$ cat config.mk
export PLATFORM = sky130hd
export DESIGN_NAME = cart_bank_switch
export DESIGN_NICKNAME = d
export VERILOG_FILES = /design/src/rtl/cartbank_pkg.sv /design/src/rtl/cb_sync.sv /design/src/rtl/cb_bank_reg.sv /design/src/rtl/cb_flash_drive.sv /design/src/rtl/cart_bank_switch.sv
export SDC_FILE = /design/constraint.sdc
export NUM_CORES = 1
export LEC_CHECK = 0
export ABC_AREA = 1
export BUFFER_PORTS_ARGS = -buffer_cell sky130_fd_sc_hd__buf_4
export CAP_MARGIN = 15
export CORE_MARGIN = 5
export CORE_UTILIZATION = 32
export DETAILED_ROUTE_END_ITERATION = 6
export PLACE_DENSITY_LB_ADDON = 0.3
export SETUP_SLACK_MARGIN = 0.1
export SLEW_MARGIN = 20
export SYNTH_ARGS = -nofsm -noshare
export SYNTH_HDL_FRONTEND = slang
export SYNTH_SLANG_ARGS = --single-unit
$ cat constraint.sdc
create_clock -name clk -period 1.64 [get_ports clk]
set_input_delay 0.41 -clock clk [delete_from_list [all_inputs] [get_ports clk]]
set_output_delay 0.41 -clock clk [all_outputs]
set_load 0.05 [all_outputs]
$ cat src/rtl/cartbank_pkg.sv
package cartbank_pkg;

  // Kind of host access, decoded from the synchronized strobes
  typedef enum logic [1:0] {
    ACC_IDLE  = 2'd0,
    ACC_READ  = 2'd1,
    ACC_WRITE = 2'd2
  } acc_kind_t;

  function automatic acc_kind_t classify_access(logic mem_n, logic rom_n, logic wr_n);
    acc_kind_t k;
    k = ACC_IDLE;
    if (!mem_n && !rom_n) begin
      k = wr_n ? ACC_READ : ACC_WRITE;
    end
    return k;
  endfunction

endpackage

$ cat src/rtl/cb_sync.sv
module cb_sync #(
  parameter int          WIDTH  = 8,
  parameter int          STAGES = 2,
  parameter logic [WIDTH-1:0] INIT = '0
) (
  input  logic             clk,
  input  logic             rst,
  input  logic [WIDTH-1:0] d,
  output logic [WIDTH-1:0] q
);

  logic [WIDTH-1:0] chain [STAGES];

  always_ff @(posedge clk) begin
    if (rst) chain[0] <= INIT;
    else     chain[0] <= d;
  end

  for (genvar s = 1; s < STAGES; s++) begin : g_stage
    always_ff @(posedge clk) begin
      if (rst) chain[s] <= INIT;
      else     chain[s] <= chain[s-1];
    end
  end

  assign q = chain[STAGES-1];

endmodule

$ cat src/rtl/cb_bank_reg.sv
module cb_bank_reg
  import cartbank_pkg::*;
#(
  parameter int BANK_BITS = 4
) (
  input  logic                 clk,
  input  logic                 rst,
  input  acc_kind_t            acc,
  input  logic [BANK_BITS-1:0] addr_lo,
  output logic [BANK_BITS-1:0] bank
);

  localparam logic [BANK_BITS-1:0] LAST_BANK = '1;

  logic was_write;
  logic load;

  assign load = (acc == ACC_WRITE) && !was_write;

  always_ff @(posedge clk) begin
    if (rst) begin
      was_write <= 1'b0;
      bank      <= LAST_BANK;
    end else begin
      was_write <= (acc == ACC_WRITE);
      if (load) bank <= addr_lo;
    end
  end


  bank_load_chk: assert property (@(posedge clk) disable iff (rst)
    load |=> bank == $past(addr_lo));


  bank_hold_chk: assert property (@(posedge clk) disable iff (rst)
    !load |=> $stable(bank));


  single_load_chk: assert property (@(posedge clk) disable iff (rst)
    load |=> !load);

endmodule

$ cat src/rtl/cb_flash_drive.sv
module cb_flash_drive
  import cartbank_pkg::*;
#(
  parameter int SW_BITS   = 2,
  parameter int BANK_BITS = 4,
  parameter int WIN_BITS  = 13,
  localparam int FA_BITS  = SW_BITS + BANK_BITS + WIN_BITS
) (
  input  logic                 clk,
  input  logic                 rst,
  input  acc_kind_t            acc,
  input  logic [SW_BITS-1:0]   sw,
  input  logic [BANK_BITS-1:0] bank,
  input  logic [WIN_BITS-1:0]  win_addr,
  output logic [FA_BITS-1:0]   flash_addr,
  output logic                 flash_ce_n,
  output logic                 flash_oe_n,
  output logic                 flash_we_n
);

  logic rd_now;
  assign rd_now = (acc == ACC_READ);

  always_ff @(posedge clk) begin
    if (rst) begin
      flash_addr <= '0;
      flash_ce_n <= 1'b1;
      flash_oe_n <= 1'b1;
      flash_we_n <= 1'b1;
    end else begin
      flash_addr <= {sw, bank, win_addr};
      flash_ce_n <= !rd_now;
      flash_oe_n <= !rd_now;
      flash_we_n <= 1'b1;
    end
  end


  no_write_reach_chk: assert property (@(posedge clk) disable iff (rst)
    (acc == ACC_WRITE) |=> (flash_ce_n && flash_oe_n));


  ce_oe_pair_chk: assert property (@(posedge clk) disable iff (rst)
    flash_ce_n == flash_oe_n);


  we_idle_chk: assert property (@(posedge clk) disable iff (rst)
    $past(flash_we_n) |-> flash_we_n);

endmodule

$ cat src/rtl/cart_bank_switch.sv
module cart_bank_switch
  import cartbank_pkg::*;
#(
  parameter int HOST_AW     = 16,
  parameter int SW_BITS     = 2,
  parameter int BANK_BITS   = 4,
  parameter int WIN_BITS    = 13,
  parameter int SYNC_STAGES = 2,
  localparam int FA_BITS    = SW_BITS + BANK_BITS + WIN_BITS,
  localparam int SYNC_W     = HOST_AW + 3 + SW_BITS
) (
  input  logic               clk,
  input  logic               rst,
  input  logic [HOST_AW-1:0] host_addr,
  input  logic               host_mem_n,
  input  logic               host_rom_n,
  input  logic               host_wr_n,
  input  logic [SW_BITS-1:0] region_sw,
  output logic [FA_BITS-1:0] flash_addr,
  output logic               flash_ce_n,
  output logic               flash_oe_n,
  output logic               flash_we_n
);

  localparam logic [SYNC_W-1:0] SYNC_INIT = {{HOST_AW{1'b0}}, 3'b111, {SW_BITS{1'b0}}};

  logic [SYNC_W-1:0]  raw_in, syn_in;
  logic [HOST_AW-1:0] s_addr;
  logic               s_mem_n, s_rom_n, s_wr_n;
  logic [SW_BITS-1:0] s_sw;
  acc_kind_t          acc;
  logic [BANK_BITS-1:0] bank;

  assign raw_in = {host_addr, host_mem_n, host_rom_n, host_wr_n, region_sw};

  cb_sync #(.WIDTH(SYNC_W), .STAGES(SYNC_STAGES), .INIT(SYNC_INIT)) sync_i (
    .clk(clk), .rst(rst), .d(raw_in), .q(syn_in)
  );

  assign {s_addr, s_mem_n, s_rom_n, s_wr_n, s_sw} = syn_in;
  assign acc = classify_access(s_mem_n, s_rom_n, s_wr_n);

  cb_bank_reg #(.BANK_BITS(BANK_BITS)) bank_i (
    .clk(clk), .rst(rst), .acc(acc),
    .addr_lo(s_addr[BANK_BITS-1:0]), .bank(bank)
  );

  cb_flash_drive #(.SW_BITS(SW_BITS), .BANK_BITS(BANK_BITS), .WIN_BITS(WIN_BITS)) drive_i (
    .clk(clk), .rst(rst), .acc(acc), .sw(s_sw), .bank(bank),
    .win_addr(s_addr[WIN_BITS-1:0]),
    .flash_addr(flash_addr), .flash_ce_n(flash_ce_n),
    .flash_oe_n(flash_oe_n), .flash_we_n(flash_we_n)
  );

endmodule

==> run metrics, run 1 <==
DR WL/cell 8.11 um; CP Launch Type register; #FFs+latches synth 61; drt first pass iters 2; placer congestion estimate 0.706; Synth Area in Compound Gates 0; Crit Reg-Reg Startpoint sync_i.chain[1][4]; Post-CTS Hold Buffers 0; Post-DP HPWL 1640 um; Sequential Power Share 0.510; num ports 45; largest net degree at the start of global routing 58; Final Hold Fails 0; TritonCTS clock tree yes; overall die width 85.0 um; top cell type's share of synthesized area 0.678; post-synthesis mux area share 0; I/O Buffers 40; std cell rows 27; Peak VDD IR 0.541 mV; Clock Tree Root clkbuf_8; min-delay worst type input port to register; synthesized cell area ~0.0018 sq mm; post-synth top area cell dfxtp_1; post-CTS setup buffers 0; largest family of logic cells by synthesized area simple AND/OR/NAND/NOR gates; Routed Antenna Nets 0; core area 0.00547 sq mm; total wire length 2520 um; Seq/Total Area, Yosys 0.678; max cap viols 0; initial drt markers 27; area share of fa/ha/maj cells after synthesis 0; part of the power in combinational logic 0.060; unrepaired setup endpoints after global routing no; nets 259; part of the power in the clock network 0.430; CTS HTree Levels 3; Post-DP Area 0.00213 sq mm; Critical path destination flash_oe_n; area occupied by multi-input gates roughly 320 sq um; leading cell type in the layout, fill and taps excluded dfxtp_1; Final Max Tran Viols 0; outcome finished, final reports clean; cts bufs inserted 9; crit path DAT between 0.8 and 0.9 ns; Sw Pwr 0.633 mW; initial antenna violation count 0; Die Ht 85.0 um; Crit-path slowest cell dfxtp_1; number of setup violations in the final report 0; first-pass GRT wire length between 4000 and 5000 um; synth top area cells dfxtp_1 (68%), inv_1 (11%), nor2_1 (10%), buf_4 (2.5%), or2_1 (2.1%); final worst path period share 0.768; CP bufs+invs 1; Max-slew headroom 0.650; Layout area overhead 29.3%; CP Launch Point drive_i.flash_ce_n; WS Path Type register to primary output; design area 0.00233 sq mm; fin crit period 1.26 ns; Fillers slightly below 600; post-synthesis xor/xnor area fraction 0; clk slew on worst S/H paths 0.06 ns; synthesized instance count 193; CP Depth 1; leakage about 1.2 nW; clk buf depth 2; critical path's top delay family flip-flops; # diodes 0; worst skew pair latency 0.33 ns; Setup Skew 0.00492 ns; critical-path cell list buf_4; Reg area 0.00122 sq mm; post-synthesis simple-gate area fraction 0.178; R2R setup slack 0.77 ns; clock sink total 61; Peak Freq 794 MHz; drt drc 0; Synth Net Count 216; GRT Total Usage 0.0862; Util after Layout 0.426; Worst setup EP type primary output; syn avg cell area ~9.3 sq um; via count 1136; Layout Cells excl Fill 311; internal power 2.42 mW; Switching Fraction 0.207; most frequent cells in the layout dfxtp_1 (61), inv_1 (52), nor2_1 (49); Worst path max stage delay 0.33 ns; reg-to-reg endpoint bank_i.bank[0]; cts repair resizes 0; DR vias/cell 3.65; Synth Warn # 0; R2R depth 4; power density over the cells 1310 mW/mm^2; Critical Path RT 1.23 ns; Worst-Margin Slew approximately 0.52 ns; Setup Total Neg Slack 0 ns; hold path depth 2; vias in the first global route 1073; peak fanout along the critical path 2; Initial Util 0.329; share of layout cells above drive strength 1 0.234; placed cells between 200 and 300; Die ar. around 0.0072 sq mm; count of cell types in the netlist 14; GRT Residual Overflow 0
==> worst min path at each step <==
stage | from | end | slack, ns
finish | host_mem_n | sync_i.chain[0][4] | 0.26
global route | host_wr_n | sync_i.chain[0][2] | 0.24
CTS | host_mem_n | sync_i.chain[0][4] | 0.23
detailed placement | sync_i.chain[0][16] | sync_i.chain[1][16] | 0.39
global placement | sync_i.chain[0][10] | sync_i.chain[1][10] | 0.39
floorplan | sync_i.chain[0][2] | sync_i.chain[1][2] | 0.38
==> metrics by stage <==
step | hold slack [ns] | total power [mW] | setup slack [ns]
final | 0.258 | 3.05 | 0.380
after global routing | 0.236 | 3.20 | 0.312
after CTS | 0.235 | 3.11 | 0.343
after detailed placement | 0.392 | 1.77 | 0.375
after global placement | 0.388 | 1.77 | 0.370
after floorplan | 0.383 | 1.71 | 0.336
==> kinds of logic after synthesis <==
family                 Yosys count
buffers and inverters           60
and+or+nand+nor                 71
DFF                             61
other                            1
==> sequential cells by signal, summed over array words and instances, names as in the netlist <==
| name | flops |
|---|---|
| bank_i.was_write | 1 |
| drive_i.flash_addr | 19 |
| drive_i.flash_ce_n | 1 |
| bank_i.bank | 4 |
| sync_i.chain | 36 |
==> synth_stat cells <==
cell type,number
nor2_1,49
inv_1,52
buf_6,1
conb_1,1
or2_1,6
dfxtp_1,61
buf_4,6
nand3_2,1
nand4_1,4
nand3_1,5
nor2_4,1
nor4_2,1
nand2_1,4
buf_2,1
==> cell type report <==
cell class | count | share of cell area
Clock inverter | 1 | 0.0129
Timing Repair Buffer | 40 | 0.129
Tap cell | 72 | 0.0387
Inverter | 52 | 0.0838
Sequential cell | 61 | 0.524
Clock buffer | 13 | 0.0725
Multi-Input combinational cell | 72 | 0.139
==> power by group through the flow <==
stage | Combinational (mW) | Sequential (mW) | Clock (mW)
6_report | 0.182 | 1.56 | 1.31
5_1_grt | 0.203 | 1.56 | 1.44
4_1_cts | 0.186 | 1.56 | 1.37
3_5_place_dp | 0.186 | 1.59 | 0
3_3_place_gp | 0.184 | 1.59 | 0
2_1_floorplan | 0.0733 | 1.64 | 0
==> layer usage <==
layer | wire, um | up-vias | track usage
li1 | - | 620 | -
met3 | 261 | 6 | 0.0641
met5 | 0 | - | 0
met1 | 1050 | 475 | 0.0785
met2 | 1140 | 35 | 0.133
met4 | 71 | 0 | 0.0604
(Power assumes the default switching activity.)
==> run 2, diff against run 1 <==
Clock period 1.64 ns to 1.1 ns, I/O delays scaled along.
==> run metrics, run 2 (same netlist as run 1, synthesis figures left out) <==
clk buf depth 2 (unchanged); worst hold endpoint sync_i.chain[0][3]; TritonCTS clock tree yes; Clock Tree Root clkbuf_8; outcome finished, violations left; worst skew pair latency 0.32 ns (about the same); CP Launch Type register; Post-DP Area 0.00217 sq mm (+1.9%); drt drc 0 (unchanged); CP Depth 1 (unchanged); clock sink total 61 (unchanged); post-CTS setup buffers 0 (unchanged); final worst path period share 1.00; largest registers sync_i.chain x36, drive_i.flash_addr x19, bank_i.bank x4; reg-to-reg endpoint bank_i.bank[3]; Crit Reg-Reg Startpoint sync_i.chain[1][4]; Final Hold Fails 0 (unchanged); power density over the cells 1740 mW/mm^2 (+33%); Initial Util 0.329 (unchanged); cts repair resizes 56 (+56); crit path DAT 0.83 ns (-0.02 ns); GRT Total Usage 0.0865 (+0.000271); leakage 1.21 nW (+5.2%); Worst setup EP type primary output; R2R setup slack 0.21 ns (-0.56 ns); Die Ht 85.0 um (unchanged); Setup Skew 0.00180 ns (-0.00312 ns); first-pass GRT wire length 4580 um (+0.15%); Final Max Tran Viols 0 (unchanged); Post-DP HPWL 1770 um (+7.8%); Largest register FFs 36 (unchanged); drt first pass iters 4 (+2); nets 261 (+0.77%); failing checks negative setup slack; via count 1175 (+3.4%); initial antenna violation count 0 (unchanged); I/O Buffers 40 (unchanged); overall die width 85.0 um (unchanged); initial drt markers 37 (+37%); DR WL/cell 8.61 um (+6.2%); share of layout cells above drive strength 1 0.322 (+0.0880); fin crit period 1.10 ns; R2R depth 4 (unchanged); Die ar. 0.00723 sq mm (unchanged); cts bufs inserted 9 (unchanged); number of setup violations in the final report 2 (+2); num ports 45 (unchanged); hold path depth 2 (unchanged); largest net degree at the start of global routing 30 (-48%); GRT Residual Overflow 0 (unchanged); Top reg by flops sync_i.chain; critical-path cell list buf_8; unrepaired setup endpoints after global routing yes; hold path startpoint host_rom_n; std cell rows 27 (unchanged); peak fanout along the critical path 2 (unchanged); Post-CTS Hold Buffers 0 (unchanged); core area 0.00547 sq mm (unchanged); vias in the first global route 1044 (-2.7%); WS Path Type register to primary output; leading cell type in the layout, fill and taps excluded inv_1; Peak Freq 906 MHz; total wire length 2710 um (+7.2%); Setup Total Neg Slack -0.00731 ns (-0.00731 ns); design area 0.00253 sq mm (+8.6%); # diodes 0 (unchanged); Layout area overhead 40.4%; Critical Path RT 0.82 ns (-0.41 ns); Worst path max stage delay 0.36 ns (+0.03 ns); min-delay worst type input port to register; Peak VDD IR 0.909 mV (+68%); DR vias/cell 3.74 (+2.4%); Final WS setup -0.00382 ns (-0.384 ns); Routed Antenna Nets 0 (unchanged); Crit-path slowest cell dfxtp_4; clk slew on worst S/H paths 0.06 ns (about the same); CP bufs+invs 1 (unchanged); most frequent cells in the layout inv_1 (52), nor2_1 (49), dfxtp_1 (41); placer congestion estimate 0.695 (-1.5%); CTS HTree Levels 3 (unchanged); critical path's top delay family flip-flops; max cap viols 0 (unchanged)
run 2: cell types whose count changed in the layout (fill, tap and decap cells not counted), moves of 2 or more:
cell     before  now
buf_8         0   20
dfxtp_2       0   19
buf_12        0    2
dfxtp_1      61   41
buf_4        40   19
run 2: worst max-delay path by stage:
stage	from	to
2_1_floorplan	drive_i.flash_ce_n	flash_oe_n
3_3_place_gp	rst	sync_i.chain[0][9]
6_report	drive_i.flash_ce_n	flash_oe_n
5_1_grt	drive_i.flash_ce_n	flash_oe_n
3_5_place_dp	rst	sync_i.chain[0][7]
4_1_cts	drive_i.flash_ce_n	flash_oe_n
run 2: power breakdown:
| group | switching [mW] | total [mW] | internal [mW] |
|---|---|---|---|
| clock | 0.754 | 1.74 | 0.987 |
| combinational | 0.174 | 0.321 | 0.147 |
| sequential | 0.0334 | 2.33 | 2.30 |
run 2: area by class of cell:
type	instances	area (sq um)
fillers	548	2940
multi-input cells	72	324
clock buffers	14	173
repair buffers	42	494
inverters	52	195
flip-flops and latches	61	1250
well taps	72	90.1
clock inverters	1	5.00
run 2: through the flow:
step           hold slack, ns  std cells  utilization  worst slack (ns)  power, mW
2_1_floorplan           0.372        193            -             0.107       2.55
3_3_place_gp            0.389        299        0.397             0.167       2.66
3_5_place_dp            0.389        299        0.397             0.165       2.66
4_1_cts                 0.107        314        0.459           -0.0283       4.47
5_1_grt                 0.107        314        0.462           -0.0494       4.62
6_report                0.127        314        0.462          -0.00382       4.39
run 2: layer usage:
| metal | share of wire | track usage | vias to the layer above |
|---|---|---|---|
| met5 | 0 | 0 | - |
| met2 | 0.48 | 0.136 | 34 |
| met4 | 0.022 | 0.0561 | 0 |
| met1 | 0.41 | 0.0805 | 512 |
| met3 | 0.088 | 0.0612 | 4 |
| li1 | - | - | 625 |
